$ cat src/rtl/gqh_pkg.sv
package gqh_pkg;

   // verdict codes returned by the pipeline
   localparam logic [1:0] VERD_KEEP = 2'b00;
   localparam logic [1:0] VERD_PASS = 2'b01;

   function automatic logic verdict_retires(input logic [1:0] v);
      return v != VERD_KEEP;
   endfunction

   function automatic logic verdict_success(input logic [1:0] v);
      return v == VERD_PASS;
   endfunction

endpackage

$ cat src/rtl/gqh_fifo.sv
module gqh_fifo #(
   parameter int WIDTH   = 8,
   parameter int DEPTH   = 16,
   parameter bit PRELOAD = 1'b0
) (
   input  logic                         clk,
   input  logic                         rst_n,
   input  logic                         hold,
   input  logic                         push,
   input  logic [WIDTH-1:0]             push_data,
   input  logic                         pop,
   output logic [WIDTH-1:0]             head,
   output logic                         empty,
   output logic [$clog2(DEPTH+1)-1:0]   count
);
   localparam int PTR_W = $clog2(DEPTH);
   localparam int CNT_W = $clog2(DEPTH+1);

   logic [WIDTH-1:0] mem [DEPTH];
   logic [PTR_W-1:0] rd_ptr;
   logic [PTR_W-1:0] wr_ptr;
   logic             do_push;
   logic             do_pop;

   assign do_push = push && !hold;
   assign do_pop  = pop  && !hold;
   assign head    = mem[rd_ptr];
   assign empty   = (count == '0);

   generate
      if (PRELOAD) begin : g_preload
         if (WIDTH < PTR_W) begin : g_bad_width
            $error("gqh_fifo: WIDTH too small to preload slot numbers");
         end
         always_ff @(posedge clk) begin
            if (!rst_n) begin
               for (int i = 0; i < DEPTH; i++) mem[i] <= WIDTH'(i);
               rd_ptr <= '0;
               wr_ptr <= '0;
               count  <= CNT_W'(DEPTH);
            end else begin
               if (do_push) begin
                  mem[wr_ptr] <= push_data;
                  wr_ptr      <= wr_ptr + 1'b1;
               end
               if (do_pop) rd_ptr <= rd_ptr + 1'b1;
               if (do_push && !do_pop)      count <= count + 1'b1;
               else if (do_pop && !do_push) count <= count - 1'b1;
            end
         end
      end else begin : g_plain
         always_ff @(posedge clk) begin
            if (do_push) mem[wr_ptr] <= push_data;
         end
         always_ff @(posedge clk) begin
            if (!rst_n) begin
               rd_ptr <= '0;
               wr_ptr <= '0;
               count  <= '0;
            end else begin
               if (do_push) wr_ptr <= wr_ptr + 1'b1;
               if (do_pop)  rd_ptr <= rd_ptr + 1'b1;
               if (do_push && !do_pop)      count <= count + 1'b1;
               else if (do_pop && !do_push) count <= count - 1'b1;
            end
         end
      end
   endgenerate

endmodule

$ cat src/rtl/gqh_ctrl.sv
module gqh_ctrl
   import gqh_pkg::*;
(
   input  logic       freeze,
   input  logic       act_valid,
   input  logic       fl_empty,
   input  logic       q_empty,
   input  logic       iss_ready,
   input  logic       ret_valid,
   input  logic [1:0] ret_verdict,
   output logic       act_ready,
   output logic       iss_valid,
   output logic       ret_ready,
   output logic       q_push,
   output logic       q_pop,
   output logic       q_from_ret,
   output logic       fl_push,
   output logic       fl_pop,
   output logic       done_valid,
   output logic       done_ok
);
   logic ret_keep;
   logic ret_fire;
   logic act_fire;

   always_comb begin
      ret_keep   = ret_valid && !verdict_retires(ret_verdict);
      ret_ready  = !freeze;
      ret_fire   = ret_valid && ret_ready;
      // a recirculating goal owns the queue write port this cycle
      act_ready  = !freeze && !fl_empty && !ret_keep;
      act_fire   = act_valid && act_ready;
      iss_valid  = !freeze && !q_empty;
      q_pop      = iss_valid && iss_ready;
      q_from_ret = ret_fire && !verdict_retires(ret_verdict);
      q_push     = q_from_ret || act_fire;
      fl_pop     = act_fire;
      fl_push    = ret_fire && verdict_retires(ret_verdict);
      done_valid = fl_push;
      done_ok    = verdict_success(ret_verdict);
   end

endmodule

$ cat src/rtl/goal_queue_handler.sv
module goal_queue_handler #(
   parameter int DEPTH   = 16,
   parameter int GADDR_W = 8,
   parameter int STATE_W = 16,
   parameter int SLOT_W  = $clog2(DEPTH)
) (
   input  logic               clk,
   input  logic               rst_n,
   input  logic               freeze,
   input  logic               act_valid,
   output logic               act_ready,
   input  logic [GADDR_W-1:0] act_goal,
   input  logic [STATE_W-1:0] act_state,
   input  logic [STATE_W-1:0] act_parent,
   output logic               iss_valid,
   input  logic               iss_ready,
   output logic [GADDR_W-1:0] iss_goal,
   output logic [SLOT_W-1:0]  iss_slot,
   output logic [STATE_W-1:0] iss_state,
   output logic [STATE_W-1:0] iss_parent,
   input  logic               ret_valid,
   output logic               ret_ready,
   input  logic [1:0]         ret_verdict,
   input  logic [GADDR_W-1:0] ret_goal,
   input  logic [SLOT_W-1:0]  ret_slot,
   input  logic [STATE_W-1:0] ret_state,
   input  logic [STATE_W-1:0] ret_parent,
   output logic               done_valid,
   output logic               done_ok,
   output logic [GADDR_W-1:0] done_goal,
   output logic [SLOT_W-1:0]  done_slot
);
   localparam int CNT_W = $clog2(DEPTH+1);

   generate
      if (DEPTH < 2 || (DEPTH & (DEPTH - 1)) != 0) begin : g_bad_depth
         $error("goal_queue_handler: DEPTH must be a power of two >= 2");
      end
      if (SLOT_W != $clog2(DEPTH)) begin : g_bad_slot
         $error("goal_queue_handler: SLOT_W must equal clog2(DEPTH)");
      end
      if (GADDR_W < 1 || STATE_W < 1) begin : g_bad_width
         $error("goal_queue_handler: widths must be positive");
      end
   endgenerate

   logic q_push, q_pop, q_from_ret, fl_push, fl_pop;
   logic q_empty, fl_empty;
   logic q_empty_slot, q_empty_state, q_empty_parent;
   logic [CNT_W-1:0] q_cnt, q_cnt_slot, q_cnt_state, q_cnt_parent, fl_cnt;
   logic [SLOT_W-1:0] fl_head;

   logic [GADDR_W-1:0] q_in_goal;
   logic [SLOT_W-1:0]  q_in_slot;
   logic [STATE_W-1:0] q_in_state;
   logic [STATE_W-1:0] q_in_parent;

   gqh_ctrl u_ctrl (
      .freeze      (freeze),
      .act_valid   (act_valid),
      .fl_empty    (fl_empty),
      .q_empty     (q_empty),
      .iss_ready   (iss_ready),
      .ret_valid   (ret_valid),
      .ret_verdict (ret_verdict),
      .act_ready   (act_ready),
      .iss_valid   (iss_valid),
      .ret_ready   (ret_ready),
      .q_push      (q_push),
      .q_pop       (q_pop),
      .q_from_ret  (q_from_ret),
      .fl_push     (fl_push),
      .fl_pop      (fl_pop),
      .done_valid  (done_valid),
      .done_ok     (done_ok)
   );

   // queue write data: recirculated record or fresh activation
   always_comb begin
      if (q_from_ret) begin
         q_in_goal   = ret_goal;
         q_in_slot   = ret_slot;
         q_in_state  = ret_state;
         q_in_parent = ret_parent;
      end else begin
         q_in_goal   = act_goal;
         q_in_slot   = fl_head;
         q_in_state  = act_state;
         q_in_parent = act_parent;
      end
   end

   // four lanes of the active queue, stepped by the same push/pop
   gqh_fifo #(.WIDTH(GADDR_W), .DEPTH(DEPTH), .PRELOAD(1'b0)) u_q_goal (
      .clk(clk), .rst_n(rst_n), .hold(freeze),
      .push(q_push), .push_data(q_in_goal), .pop(q_pop),
      .head(iss_goal), .empty(q_empty), .count(q_cnt)
   );

   gqh_fifo #(.WIDTH(SLOT_W), .DEPTH(DEPTH), .PRELOAD(1'b0)) u_q_slot (
      .clk(clk), .rst_n(rst_n), .hold(freeze),
      .push(q_push), .push_data(q_in_slot), .pop(q_pop),
      .head(iss_slot), .empty(q_empty_slot), .count(q_cnt_slot)
   );

   gqh_fifo #(.WIDTH(STATE_W), .DEPTH(DEPTH), .PRELOAD(1'b0)) u_q_state (
      .clk(clk), .rst_n(rst_n), .hold(freeze),
      .push(q_push), .push_data(q_in_state), .pop(q_pop),
      .head(iss_state), .empty(q_empty_state), .count(q_cnt_state)
   );

   gqh_fifo #(.WIDTH(STATE_W), .DEPTH(DEPTH), .PRELOAD(1'b0)) u_q_parent (
      .clk(clk), .rst_n(rst_n), .hold(freeze),
      .push(q_push), .push_data(q_in_parent), .pop(q_pop),
      .head(iss_parent), .empty(q_empty_parent), .count(q_cnt_parent)
   );

   // free slot list, filled with every slot number at reset
   gqh_fifo #(.WIDTH(SLOT_W), .DEPTH(DEPTH), .PRELOAD(1'b1)) u_free (
      .clk(clk), .rst_n(rst_n), .hold(freeze),
      .push(fl_push), .push_data(ret_slot), .pop(fl_pop),
      .head(fl_head), .empty(fl_empty), .count(fl_cnt)
   );

   assign done_goal = ret_goal;
   assign done_slot = ret_slot;

endmodule

$ cat config.mk
export PLATFORM = sky130hd
export DESIGN_NAME = goal_queue_handler
export DESIGN_NICKNAME = d
export VERILOG_FILES = /design/src/rtl/gqh_pkg.sv /design/src/rtl/gqh_fifo.sv /design/src/rtl/gqh_ctrl.sv /design/src/rtl/goal_queue_handler.sv
export SDC_FILE = /design/constraint.sdc
export NUM_CORES = 1
export LEC_CHECK = 0
export ABC_AREA = 0
export BUFFER_PORTS_ARGS = -buffer_cell sky130_fd_sc_hd__buf_2
export CAP_MARGIN = 0
export CELL_PAD_IN_SITES_DETAIL_PLACEMENT = 1
export CELL_PAD_IN_SITES_GLOBAL_PLACEMENT = 1
export CORE_MARGIN = 8
export CORE_UTILIZATION = 50
export CTS_CLUSTER_SIZE = 12
export DETAILED_ROUTE_END_ITERATION = 10
export PLACE_DENSITY_LB_ADDON = 0.1
export SYNTH_ARGS = -nofsm -noshare
export SYNTH_HDL_FRONTEND = slang
export SYNTH_SLANG_ARGS = --single-unit
$ cat constraint.sdc
create_clock -name clk -period 3.66 [get_ports clk]
set_clock_uncertainty 0.2 [all_clocks]
set_input_delay 0 -clock clk [delete_from_list [all_inputs] [get_ports clk]]
set_output_delay 0 -clock clk [all_outputs]
set_load 0.1 [all_outputs]
## Word level (Yosys, flattened, before mapping)

Memory sizes are Yosys's and may differ from the RTL's. A register that Yosys moved wholly into a read port is not among the register bits.
Cells that the tools add are included.

- Register bits after elaboration: 50
- RAM bits: 768
- Bits of input ports: 92
- Output and inout port bits: 61
- Word-level logic and storage cells: 92
- Memories kept: 5

- $add $sub $neg: 14
- Equality and inequality tests: 1
- Multiplexer cells: 27
- Reductions and logical operators: 33

Memory list:

| name | depth | bits a word | read ports | clocked after memory_dff | wr ports | RTL line | RTL |
|---|---|---|---|---|---|---|---|
| u_q_parent.mem | 16 | 16 | 1 | 1 | 1 | gqh_fifo.sv:19 | `logic [WIDTH-1:0] mem [DEPTH];` |
| u_q_state.mem | 16 | 16 | 1 | 1 | 1 | gqh_fifo.sv:19 |  |
| u_q_goal.mem | 16 | 8 | 1 | 1 | 1 | gqh_fifo.sv:19 |  |
| u_free.mem | 16 | 4 | 1 | 1 | 16 | gqh_fifo.sv:19 |  |
| u_q_slot.mem | 16 | 4 | 1 | 1 | 1 | gqh_fifo.sv:19 |  |

Operator list:

| kind | count |
|---|---|
| $mux 4 | 13 |
| $add 4x1->4 const B | 10 |
| $mux 16 | 2 |
| $mux 5 | 4 |
| $logic_and 1x1->1 | 17 |
| $add 5x1->5 const B | 2 |
| $logic_not 5->1 | 2 |
| $sub 5x1->5 const B | 2 |
| $logic_not 1->1 | 9 |
| $mux 8 | 1 |
| $mux 1 | 7 |
| $reduce_bool 2->1 | 3 |
| $reduce_or 4->1 | 1 |
| $eq 2x1->1 const B | 1 |
| $logic_or 1x1->1 | 1 |

## Longest topological paths before layout

Gate-level depths: netlist of run 1.

- Word-level depth: 12
- Mapped depth: 13
- Gate-level depth less buffers: 12

## Hierarchy

A second synthesis of run 1 with hierarchy kept.

- Cell total of the unflattened synthesis: 1889
- Area total of the unflattened synthesis: 35145.0 sq um

Modules (own cells, without submodules):

| module | times used | cells an instance | area each (sq um) | seq. area each (sq um) |
|---|---|---|---|---|
| gqh_fifo at u_q_state | 1 | 501 | 10581.4 | 8027.7 |
| gqh_fifo at u_q_parent | 1 | 499 | 10527.6 | 8027.7 |
| gqh_fifo at u_q_goal | 1 | 304 | 5791.8 | 4184.0 |
| gqh_fifo at u_free | 1 | 305 | 3945.0 | 2262.2 |
| gqh_fifo at u_q_slot | 1 | 206 | 3394.5 | 2262.2 |
| goal_queue_handler | 1 | 61 | 827.0 | 0.0 |
| gqh_ctrl | 1 | 13 | 77.6 | 0.0 |

## Worst setup path after synthesis of run 1

Ideal clock, no wire load.

- Path kind: register to register
- From: register u_free.count[1]
- To: memory u_q_parent.mem[7][0] in the netlist's numbering (enable)
- Library setup time: 0.413 ns
- Arrival: 2.453 ns
- Path slack: 0.594 ns
- Cell stages (with the launch flop): 8
- Buffers on the path: 1
- Clock period less this slack: 3.066 ns
- Cell sequence: dfxtp_1 -> nor4_4 -> a21oi_1 -> nor2_2 -> inv_1 -> buf_2 -> nand2_1 -> nor3b_1

- Cells in the longest elaborated chain, start to end: 9

RTL lines:

| what | RTL line | RTL |
|---|---|---|
| start, declared | gqh_fifo.sv:14 | `output logic [$clog2(DEPTH+1)-1:0] count` |
| start signal, assigned | gqh_fifo.sv:40 | `count <= CNT_W'(DEPTH);` |
| start signal, assigned | gqh_fifo.sv:47 | `if (do_push && !do_pop) count <= count + 1'b1;` |
| start signal, assigned | gqh_fifo.sv:48 | `else if (do_pop && !do_push) count <= count - 1'b1;` |
| $logic_not 5->1 | gqh_fifo.sv:28 | `assign empty = (count == '0);` |
| $logic_not 1->1 | gqh_ctrl.sv:31 | `act_ready = !freeze && !fl_empty && !ret_keep;` |
| $logic_and 1x1->1 (2 in a row) | gqh_ctrl.sv:31 |  |
| $logic_and 1x1->1 | gqh_ctrl.sv:32 | `act_fire = act_valid && act_ready;` |
| $logic_or 1x1->1 | gqh_ctrl.sv:36 | `q_push = q_from_ret \|\| act_fire;` |
| $logic_and 1x1->1 | gqh_fifo.sv:25 | `assign do_push = push && !hold;` |
| $mux 1 | gqh_fifo.sv:53 | `if (do_push) mem[wr_ptr] <= push_data;` |
| $mux 1 (not written as such) | gqh_fifo.sv:53 |  |
| end, declared | gqh_fifo.sv:19 |  |

No other way between the ends.

## Final worst setup path of run 1

- From: register u_q_goal.count[0]
- To: register u_q_goal.count[4]

- Cells in the longest elaborated chain, start to end: 8
- Elaborated cells on any way between the ends: 13
- Classes of those cells: 2 x add/sub; 2 x mux; 9 x reduce/logical

RTL lines:

| what | RTL line | RTL |
|---|---|---|
| start, declared | gqh_fifo.sv:14 |  |
| start signal, assigned | gqh_fifo.sv:63 | `if (do_push && !do_pop) count <= count + 1'b1;` |
| start signal, assigned | gqh_fifo.sv:64 | `else if (do_pop && !do_push) count <= count - 1'b1;` |
| branches (longest 8 deep; another with $sub 5x1->5) | -- |  |

Parallel ways; which one is timed is not known. The select of a mux whose other input is x is not followed.
A chain may end at the register's enable or synchronous reset.

==> results by group, run 1 <==
Power
  • Peak supply drop: roughly 0.45 mV
  • Comb pwr share: between 15 and 20%
  • Clock share of power: 35.4%
  • Power Density: between 500 and 600 nW/um2
  • Switching fraction of total power: 26.8%
  • Psw: 6.22 mW
  • Pint: 17.0 mW
  • Total chip power: 23.2 mW
  • P_leak: about 13 nW
  • Reg power frac: 47.1%

Floorplanning
  • Initial Util: 50.6%
  • Die ar.: 76600 um2
  • Core footprint: 67300 um2
  • Die Span Y: 277 um
  • Row count: 95
  • Io pins: around 150
  • Die Span X: 277 um

CTS
  • Cts bufs inserted: 87
  • CTS tree: yes
  • Post-CTS sizing: 0
  • CTS sink cnt: 838
  • CTS hold repair buffers: 94
  • CTS H-Tree Depth: 3
  • CTS clk-pin slew, worst paths: 0.06 ns
  • Clk_lat worst skew: 0.62 ns
  • CTS Root Cell: clkbuf_16
  • Max clock buf depth: 3
  • # Post-CTS Setup Buffers: 0

Synthesis
  • Ys Warns: 0
  • Gate Count Post-Synth: 1756
  • Number of enable flip-flop cells after synthesis: ~770
  • #FFs+latches synth: 838
  • Main synth FF type: edfxtp_1
  • Avg Cell Area, Syn: approximately 19 um2
  • Top cell type's share of synthesized area: 67.8%
  • Mapped Nets: 1884
  • Post-synth cell types: 47
  • Sequential fraction of the synthesis area: 71.9%
  • Cell accounting for the most synthesized area: edfxtp_1
  • Synth area leaders: edfxtp_1 (68%), mux4_2 (12%), dfxtp_1 (4.1%), mux4_1 (3.9%), nand2_1 (2.0%)
  • Cell area after synthesis: 34000 um2
  • Share of synthesized registers carrying an async set or reset: 0%

Critical path
  • CP max FO: 5
  • Worst R2R Start: u_q_goal.count[0]
  • Critical Path Sink Type: flip-flop
  • R2R setup slack: 0.31 ns
  • Worst EP required: ~4 ns
  • R2r worst-path depth: 11
  • CP Class: flip-flop to flip-flop
  • Critical Path AT: 3.69 ns
  • RR Endpoint: u_q_goal.count[4]
  • Crit start category: flip-flop

Timing
  • Worst Max-Slew Pin Slew: between 1 and 1.5 ns
  • Final setup margin: 0.311 ns
  • Max Fclk: around 300 MHz
  • Pins Over Slew Limit: 0
  • Final setup viols: 0
  • Post-layout min period: 3.35 ns
  • Period utilisation layout: roughly 92%
  • Slew Limit Headroom: 30.7%
  • RSZ-0062 raised after global routing: false
  • Setup tns final: 0 ns
  • Endpoints failing hold: 0

Final layout
  • Area Growth Syn to Fin: 15.7%
  • Share of cells above drive strength 1: 25.9%
  • Nets@finish: 2177
  • Diodes inserted: 0
  • Design area: 39400 um2

Placed design
  • Place WS: 0.585 ns
  • I/O Buffers: around 150
  • DP Wirelength: 47300 um
  • Placed cell area: roughly 36000 um2
  • RD Place Congestion: 0.789

Detailed routing
  • Final wirelength: 77100 um
  • DR vias: 17000
  • Antenna-violating nets left: 0
  • DR vias/cell: 5.70
  • DRT Pass-1 Iters: 5
  • Avg WL per Cell: 25.9 um
  • DRT iter0 DRCs: around 1200
  • # DRC: 0

Outcome
  • Status: complete, no violations

Global route
  • Initial antenna violation count: 0
  • First-pass GRT wire length: 117000 um
  • Number of global-route vias before repair: 19000
  • GRT overflow: 0
  • Largest net degree at the start of global routing: 61
  • GR Util All Layers: 20.0%

Worst hold path
  • Hold endpoint: u_q_state.mem[1][14]
  • HP Start: ret_state[14]
  • Hold depth: 3
  • Hold Path Class: input pin to flip-flop

Run
  • Max Cap Viol: 0
[worst max path at each step]
stage | from | end | slack [ns] | cells past startpoint
2_1_floorplan | u_free.count[1] | u_q_parent.mem[7][0] | 0.59 | 7
3_3_place_gp | u_free.count[1] | u_q_goal.count[4] | 0.74 | 12
5_1_grt | u_q_goal.count[0] | u_q_goal.count[4] | 0.08 | 11
3_5_place_dp | u_free.count[1] | u_q_goal.count[4] | 0.58 | 12
6_report | u_q_goal.count[0] | u_q_goal.count[4] | 0.31 | 11
4_1_cts | u_q_goal.count[0] | u_q_goal.count[4] | 0.29 | 11
[power groups by stage]
stage | registers, mW | logic, mW | clock network, mW
after floorplan | 11.0 | 3.40 | 0
after global placement | 11.1 | 3.96 | 0
after detailed placement | 11.2 | 4.02 | 0
after CTS | 11.0 | 4.13 | 8.41
after global routing | 11.0 | 4.31 | 8.75
final | 10.9 | 4.06 | 8.22
[logic make-up (layout without fill, tap and decap cells)]
group	after synthesis	after routing	share of synthesized area, %
flip-flops	838	838	71.9
AND/OR/NAND/NOR	400	400	5.76
buffers and inverters	139	489	2.43
XOR/XNOR	36	36	0.927
AO/OA/AOI/OAI	58	58	1.08
adder cells (fa/ha/maj)	36	36	1.37
multiplexers	249	249	16.5
[cell usage in the layout, fill, tap and decap left out, types with 50 or more instances in the layout]
| cell type | n |
|---|---|
| buf_4 | 67 |
| dlygate4sd3_1 | 94 |
| buf_2 | 152 |
| dfxtp_1 | 65 |
| mux4_1 | 50 |
| nand2_1 | 179 |
| mux4_2 | 185 |
| and2_1 | 56 |
| edfxtp_1 | 768 |
| clkbuf_16 | 90 |
[registers in the layout, indices dropped and copies added (netlist names), named ones only]
name / count
u_q_parent.wr_ptr: 4
u_q_parent.mem: 256
u_q_slot.rd_ptr: 4
u_q_goal.count: 5
u_q_goal.mem: 128
u_q_state.rd_ptr: 4
u_free.mem: 64
u_q_state.mem: 256
u_q_slot.wr_ptr: 4
u_q_slot.mem: 64
u_q_parent.rd_ptr: 4
u_free.wr_ptr: 4
u_free.count: 5
u_free.rd_ptr: 4
u_q_goal.wr_ptr: 4
u_q_goal.rd_ptr: 4
u_q_state.wr_ptr: 4
[cells in the mapped netlist, types with 6 or more instances]
cell / number
edfxtp_1: 768
mux4_2: 185
nand2_1: 179
dfxtp_1: 70
and2_1: 56
mux4_1: 50
clkbuf_1: 42
nor2_1: 40
ha_1: 34
nor3_1: 32
inv_1: 26
o21ai_0: 21
xnor2_1: 21
buf_4: 18
buf_6: 17
or3_1: 17
xor2_1: 15
buf_1: 14
nand2b_1: 14
a21oi_1: 13
buf_2: 13
mux2i_1: 12
a21boi_0: 11
nand3_1: 11
and3_1: 8
and4_1: 8
nor2b_1: 8
nor3b_1: 8
nor4_1: 8
clkbuf_8: 6
nand4_1: 6
[layout make-up]
class	count	area (um2)
flip-flops and latches	838	24500
clock buffers	122	2440
well taps	873	1090
multi-input cells	779	8780
clock inverters	24	181
repair buffers	317	2280
fillers	5861	27900
inverters	26	97.6
[metal layers]
metal  wire length [um]  vias up  GRT usage (%)
met2              39900      400           35.5
met5                  0        -              0
li1                   -     7579              -
met3               3220       87           3.18
met4               1290        0           5.15
met1              32600     8927           25.8
[stage by stage]
stage	hold WS [ns]	utilization (%)	instances
floorplan	-0.0206	-	1756
global placement	0.135	53.2	2739
detailed placement	0.156	53.2	2739
CTS	0.00127	58.5	2979
global route	0.0558	58.5	2979
finish	0.0356	58.5	2979
[critical path, cell delays in order, from the launching register on]
cell and delay [ns]:
dfxtp_1 0.34, nor3_1 0.36, a211oi_2 0.12, dlygate4sd3_1 0.58, inv_1 0.18, ha_1 0.26, inv_1 0.13, ha_1 0.32
a21o_1 0.19, a21oi_1 0.17, mux2i_1 0.25, mux2i_1 0.19
No activity file was read; power rests on OpenSTA's default activity.
==> run 2, diff against run 1 <==
Settings changed: CTS_BUF_LIST set to sky130_fd_sc_hd__clkbuf_16.
==> run 2 against run 1 <==
  * Critical path depth unchanged
  * Sequential cell count is the same
  * Wire length decreased by 0.15%
  * Critical endpoint unchanged
  * Fmax about the same
  * Combinational power is essentially flat
  * Register-to-register slack about the same
  * Cell count hardly changed
  * Highest routed layer unchanged
==> results by group, run 2 (synthesis gave the netlist of run 1 again) <==
Global route
  • First-pass GRT wire length: about 120000 um
  • Initial antenna violation count: 0
  • GR Util All Layers: 20.0%
  • Number of global-route vias before repair: 19000
  • GRT overflow: 0
  • Largest net degree at the start of global routing: 61

Detailed routing
  • Avg WL per Cell: approximately 26 um
  • Highest Signal Layer: met4
  • Antenna-violating nets left: 0
  • DRT iter0 DRCs: 1271
  • DR vias/cell: 5.70
  • Final wirelength: 76900 um
  • DRT Pass-1 Iters: 4
  • Met2 wire len: roughly 40000 um
  • DR vias: 17000
  • # DRC: 0
  • DR WL met3: 3100 um
  • Met1 Wirelength: roughly 33000 um

CTS
  • CTS H-Tree Depth: 3
  • Cts bufs inserted: between 80 and 90
  • CTS Root Cell: clkbuf_16
  • CTS clk-pin slew, worst paths: 0.06 ns
  • CTS sink cnt: 838
  • # Post-CTS Setup Buffers: 0
  • Max clock buf depth: 3
  • CTS tree: yes
  • Clk_lat worst skew: 0.62 ns

Final layout
  • Commonest non-fill, non-tap cell in the layout: edfxtp_1
  • Largest registers: u_q_parent.mem (256), u_q_state.mem (256), u_q_goal.mem (128)
  • Fill cell count: approximately 5900
  • Area Growth Syn to Fin: 15.5%
  • Nets@finish: roughly 2200
  • Design area: 39300 um2
  • Final Non-Filler Cells: 2980
  • Share of cells above drive strength 1: between 20% and 30%
  • Most frequent cells in the layout: edfxtp_1 (768), mux4_2 (185), nand2_1 (179)
  • Final Util: 58.4%

Critical path
  • Worst path max stage delay: 0.58 ns
  • CP max FO: 5
  • Worst EP required: 4.00 ns
  • Crit start category: flip-flop
  • Slowest library cell on the worst path: dlygate4sd3_1
  • CP Class: flip-flop to flip-flop
  • Critical Path Sink Type: flip-flop
  • Crit-path cells: nor3_1 > a211oi_2 > dlygate4sd3_1 > inv_1 > ha_1 > inv_1 > ha_1 > a21o_1 > a21oi_1 > mux2i_1 > mux2i_1
  • Critical Path AT: 3.69 ns

Timing
  • Period utilisation layout: roughly nine tenths
  • Endpoints failing hold: 0
  • Max Fclk: 299 MHz
  • Pins Over Slew Limit: 0
  • Post-layout min period: 3.35 ns
  • Slew Limit Headroom: around 31%
  • RSZ-0062 raised after global routing: false
  • Final setup margin: 0.312 ns
  • Final setup viols: 0
  • Setup tns final: 0 ns
  • Worst Max-Slew Pin Slew: 1.04 ns

Placed design
  • RD Place Congestion: 0.789
  • DP Wirelength: around 47000 um
  • Placed insts: 2739
  • I/O Buffers: about 150
  • Place WS: 0.585 ns
  • Placed cell area: 35800 um2

Power
  • Peak supply drop: 0.451 mV
  • Power Density: 586 nW/um2
  • P_leak: 13.1 nW

Outcome
  • Status: complete, no violations

Floorplanning
  • Row count: 95
  • Die Span Y: between 200 and 300 um
  • Die ar.: 76600 um2
  • Initial Util: 50.6%
  • Core footprint: 67300 um2
  • Io pins: approximately 150
  • Die Span X: 277 um

Run
  • Max Cap Viol: 0

Worst hold path
  • Hold Path Class: input pin to flip-flop
[run 2: cell types whose count changed in the layout (fill, tap and decap cells not counted), sizes merged]
cell,delta
clkinv,+7
inv,+25
clkbuf,-32
diode,+1
[run 2: cell type report]
class	instances	area, um2	area share [%]
Multi-Input combinational cell	779	8780	22.4
Clock buffer	90	2250	5.73
Sequential cell	838	24500	62.3
Antenna cell	1	2.50	0.00637
Clock inverter	56	302	0.767
Timing Repair Buffer	317	2280	5.81
Inverter	26	97.6	0.248
Tap cell	873	1090	2.78
[run 2: metrics by stage]
stage | power (mW) | hold WS [ns]
final | 23.0 | 0.0387
after global routing | 23.8 | 0.0557
after CTS | 23.3 | 0.00109
after detailed placement | 15.2 | 0.156
after global placement | 15.1 | 0.135
after floorplan | 14.4 | -0.0206
[run 2: critical path, delay by kind of cell (launching register included)]
kind,cells,cell delay (ns)
AO/OA/AOI/OAI,3,0.48
multiplexers,2,0.44
flip-flops,1,0.34
adder cells (fa/ha/maj),2,0.58
AND/OR/NAND/NOR,1,0.36
buffers and inverters,3,0.89
[run 2: final timing paths]
path | from | end | slack (ns) | cells after the start
max reg2reg | u_q_goal.count[0] | u_q_goal.count[4] | 0.31 | 11
min | ret_state[14] | u_q_state.mem[0][14] | 0.04 | 3
min reg2reg | u_q_goal.count[4] | u_q_goal.count[4] | 0.28 | 2
max | u_q_goal.count[0] | u_q_goal.count[4] | 0.31 | 11
[run 2: routing by layer]
layer / vias to the layer above / track usage, %
li1: 7585 / -
met1: 8937 / 25.8
met2: 376 / 35.4
met3: 83 / 3.18
met4: 0 / 5.15
met5: - / 0
[run 2: power breakdown]
part | switching [mW] | total (mW) | internal (mW)
clock | 3.46 | 8.00 | 4.54
sequential | 0.243 | 10.9 | 10.7
combinational | 2.51 | 4.06 | 1.55
[run 2: what timing repair did]
action | in CTS | in global routing
hold buffers | 94 | 0
gates resized for setup | 0 | 0
hold endpoints to repair | 799 | 0
==> run 3, diff against run 2 <==
--- a/config.mk
+++ b/config.mk
@@ -8,3 +8,3 @@
 export ABC_AREA = 0
-export BUFFER_PORTS_ARGS = -buffer_cell sky130_fd_sc_hd__buf_2
+export BUFFER_PORTS_ARGS = -buffer_cell sky130_fd_sc_hd__buf_4
 export CAP_MARGIN = 0
--- a/constraint.sdc
+++ b/constraint.sdc
@@ -4,2 +4,2 @@
 set_output_delay 0 -clock clk [all_outputs]
-set_load 0.1 [all_outputs]
+set_load 0.05 [all_outputs]
==> run 3 against run 2 <==
  * Die area is the same
  * Critical path depth is the same
  * Wire length shrank 0.80%
  * Worst setup slack gained 0.040 ns
  * Total power shrank 2.2%
  * Utilization grew 0.49 points
  * Clock power is essentially flat
  * Sequential cell count is the same
  * Worst hold slack lost 0.0021 ns
  * Cell count shrank 0.37%
  * Critical path type unchanged
  * Highest routed layer unchanged
==> results by group, run 3 (synthesis gave the netlist of run 1 again) <==
Floorplanning
  • Die Span Y: about 280 um
  • Die Span X: ~280 um
  • Core footprint: around 67000 um2
  • Row count: 95
  • Io pins: 153
  • Die ar.: 76600 um2
  • Initial Util: between 50 and 60%

CTS
  • CTS tree: yes
  • CTS clk-pin slew, worst paths: 0.06 ns
  • Max clock buf depth: 3
  • CTS H-Tree Depth: 3
  • Clk_lat worst skew: about 0.61 ns
  • CTS hold repair buffers: 92
  • CTS Root Cell: clkbuf_16
  • CTS sink cnt: approximately 840
  • Post-CTS sizing: 0
  • # Post-CTS Setup Buffers: 0
  • Cts bufs inserted: 87

Critical path
  • Slowest library cell on the worst path: dlygate4sd3_1
  • Critical Path Sink Type: flip-flop
  • R2R setup slack: 0.35 ns
  • Critical Path AT: 3.63 ns
  • CP max FO: 5
  • Crit path max-delay family: buffers and inverters
  • Crit-path cells: nor3_1 > a211oi_2 > dlygate4sd3_1 > inv_1 > ha_1 > inv_1 > ha_1 > a21o_1 > a21oi_1 > mux2i_1 > mux2i_1
  • Worst path max stage delay: 0.59 ns
  • CP Class: flip-flop to flip-flop
  • CP Buf/Inv Count: 3
  • Crit start category: flip-flop
  • Worst EP required: 3.99 ns

Final layout
  • Share of cells above drive strength 1: 25.1%
  • Area of the multi-input gates: between 8000 and 9000 um2
  • Largest registers: u_q_parent.mem (256), u_q_state.mem (256), u_q_goal.mem (128)
  • Most frequent cells in the layout: edfxtp_1 (768), buf_4 (207), mux4_2 (185)
  • Sequential standard cell area: 24500 um2
  • Nets@finish: 2166
  • Commonest non-fill, non-tap cell in the layout: edfxtp_1
  • Diodes inserted: 0
  • Fill cell count: about 6000
  • Area Growth Syn to Fin: 16.5%
  • Design area: 39600 um2

Timing
  • Post-layout min period: 3.31 ns
  • Worst Max-Slew Pin Slew: 1.09 ns
  • Max Fclk: 302 MHz
  • Endpoints failing hold: 0
  • Period utilisation layout: between 90% and 100%
  • Hold_ws: 0.0367 ns
  • RSZ-0062 raised after global routing: false
  • Slew Limit Headroom: 27.2%
  • Pins Over Slew Limit: 0
  • Final setup viols: 0
  • Setup tns final: 0 ns

Detailed routing
  • Antenna-violating nets left: 0
  • # DRC: 0
  • DRT Pass-1 Iters: 4
  • DRT iter0 DRCs: about 1200
  • DR vias: 17100
  • DR vias/cell: 5.75
  • Avg WL per Cell: ~26 um
  • Final wirelength: around 76000 um

Outcome
  • Status: complete, no violations

Global route
  • First-pass GRT wire length: 116000 um
  • Number of global-route vias before repair: 18800
  • Largest net degree at the start of global routing: 65
  • GR Util All Layers: 19.7%
  • Initial antenna violation count: 0
  • GRT overflow: 0

Placed design
  • I/O Buffers: between 150 and 200
  • Placed cell area: 36100 um2
  • RD Place Congestion: 0.776
  • DP Wirelength: around 47000 um

Worst hold path
  • Hold Path Class: input pin to flip-flop

Run
  • Max Cap Viol: 0

Power
  • Power Density: around 570 nW/um2
  • P_leak: 13.1 nW
  • Peak supply drop: approximately 0.42 mV
run 3: cell types whose count changed in the layout (fill, tap and decap cells not counted), sizes merged:
cell         before  now
buf             223  214
inv              54   56
dlygate4sd3      94   92
diode             1    0
clkinv           26   25
run 3: metrics by stage:
stage / std cells / utilization, % / power, mW / setup WS (ns)
3_5_place_dp: 2730 / 53.7 / 14.7 / 0.709
6_report: 2969 / 58.9 / 22.5 / 0.352
2_1_floorplan: 1756 / - / 13.7 / 0.594
3_3_place_gp: 2730 / 53.7 / 14.6 / 0.766
5_1_grt: 2969 / 58.9 / 23.3 / 0.0835
4_1_cts: 2969 / 58.9 / 22.8 / 0.325
run 3: final timing paths:
path                                         from  cells past startpoint               endpoint
worst max-delay path            u_q_goal.count[0]                     11      u_q_goal.count[4]
worst min-delay path                ret_state[14]                      3  u_q_state.mem[11][14]
worst max register to register  u_q_goal.count[0]                     11      u_q_goal.count[4]
worst min register to register  u_q_goal.count[4]                      2      u_q_goal.count[4]
run 3: area by class of cell:
class,count,area share [%]
Inverter,26,0.246
Clock buffer,90,5.68
Clock inverter,57,0.771
Sequential cell,838,61.8
Timing Repair Buffer,306,6.60
Tap cell,873,2.76
Multi-Input combinational cell,779,22.2
run 3: worst min-delay path: stages:
cell,delay (ns)
buf_4,0.08
nand2_1,0.04
nand2_1,0.46
run 3: routing by layer:
layer  up-vias  part of all wire (%)  global-route usage [%]
met2       382                    51                    34.2
met1      9011                    43                    26.1
met4         0                   1.6                    4.53
li1       7575                     -                       -
met5         -                     0                       0
met3        94                   4.6                    3.42
run 3: report_power, final:
part,internal [mW],total (mW),switching (mW)
Clock,4.54,8.00,3.46
Combinational,1.67,3.57,1.90
Sequential,10.7,10.9,0.227
Total,16.9,22.5,5.58
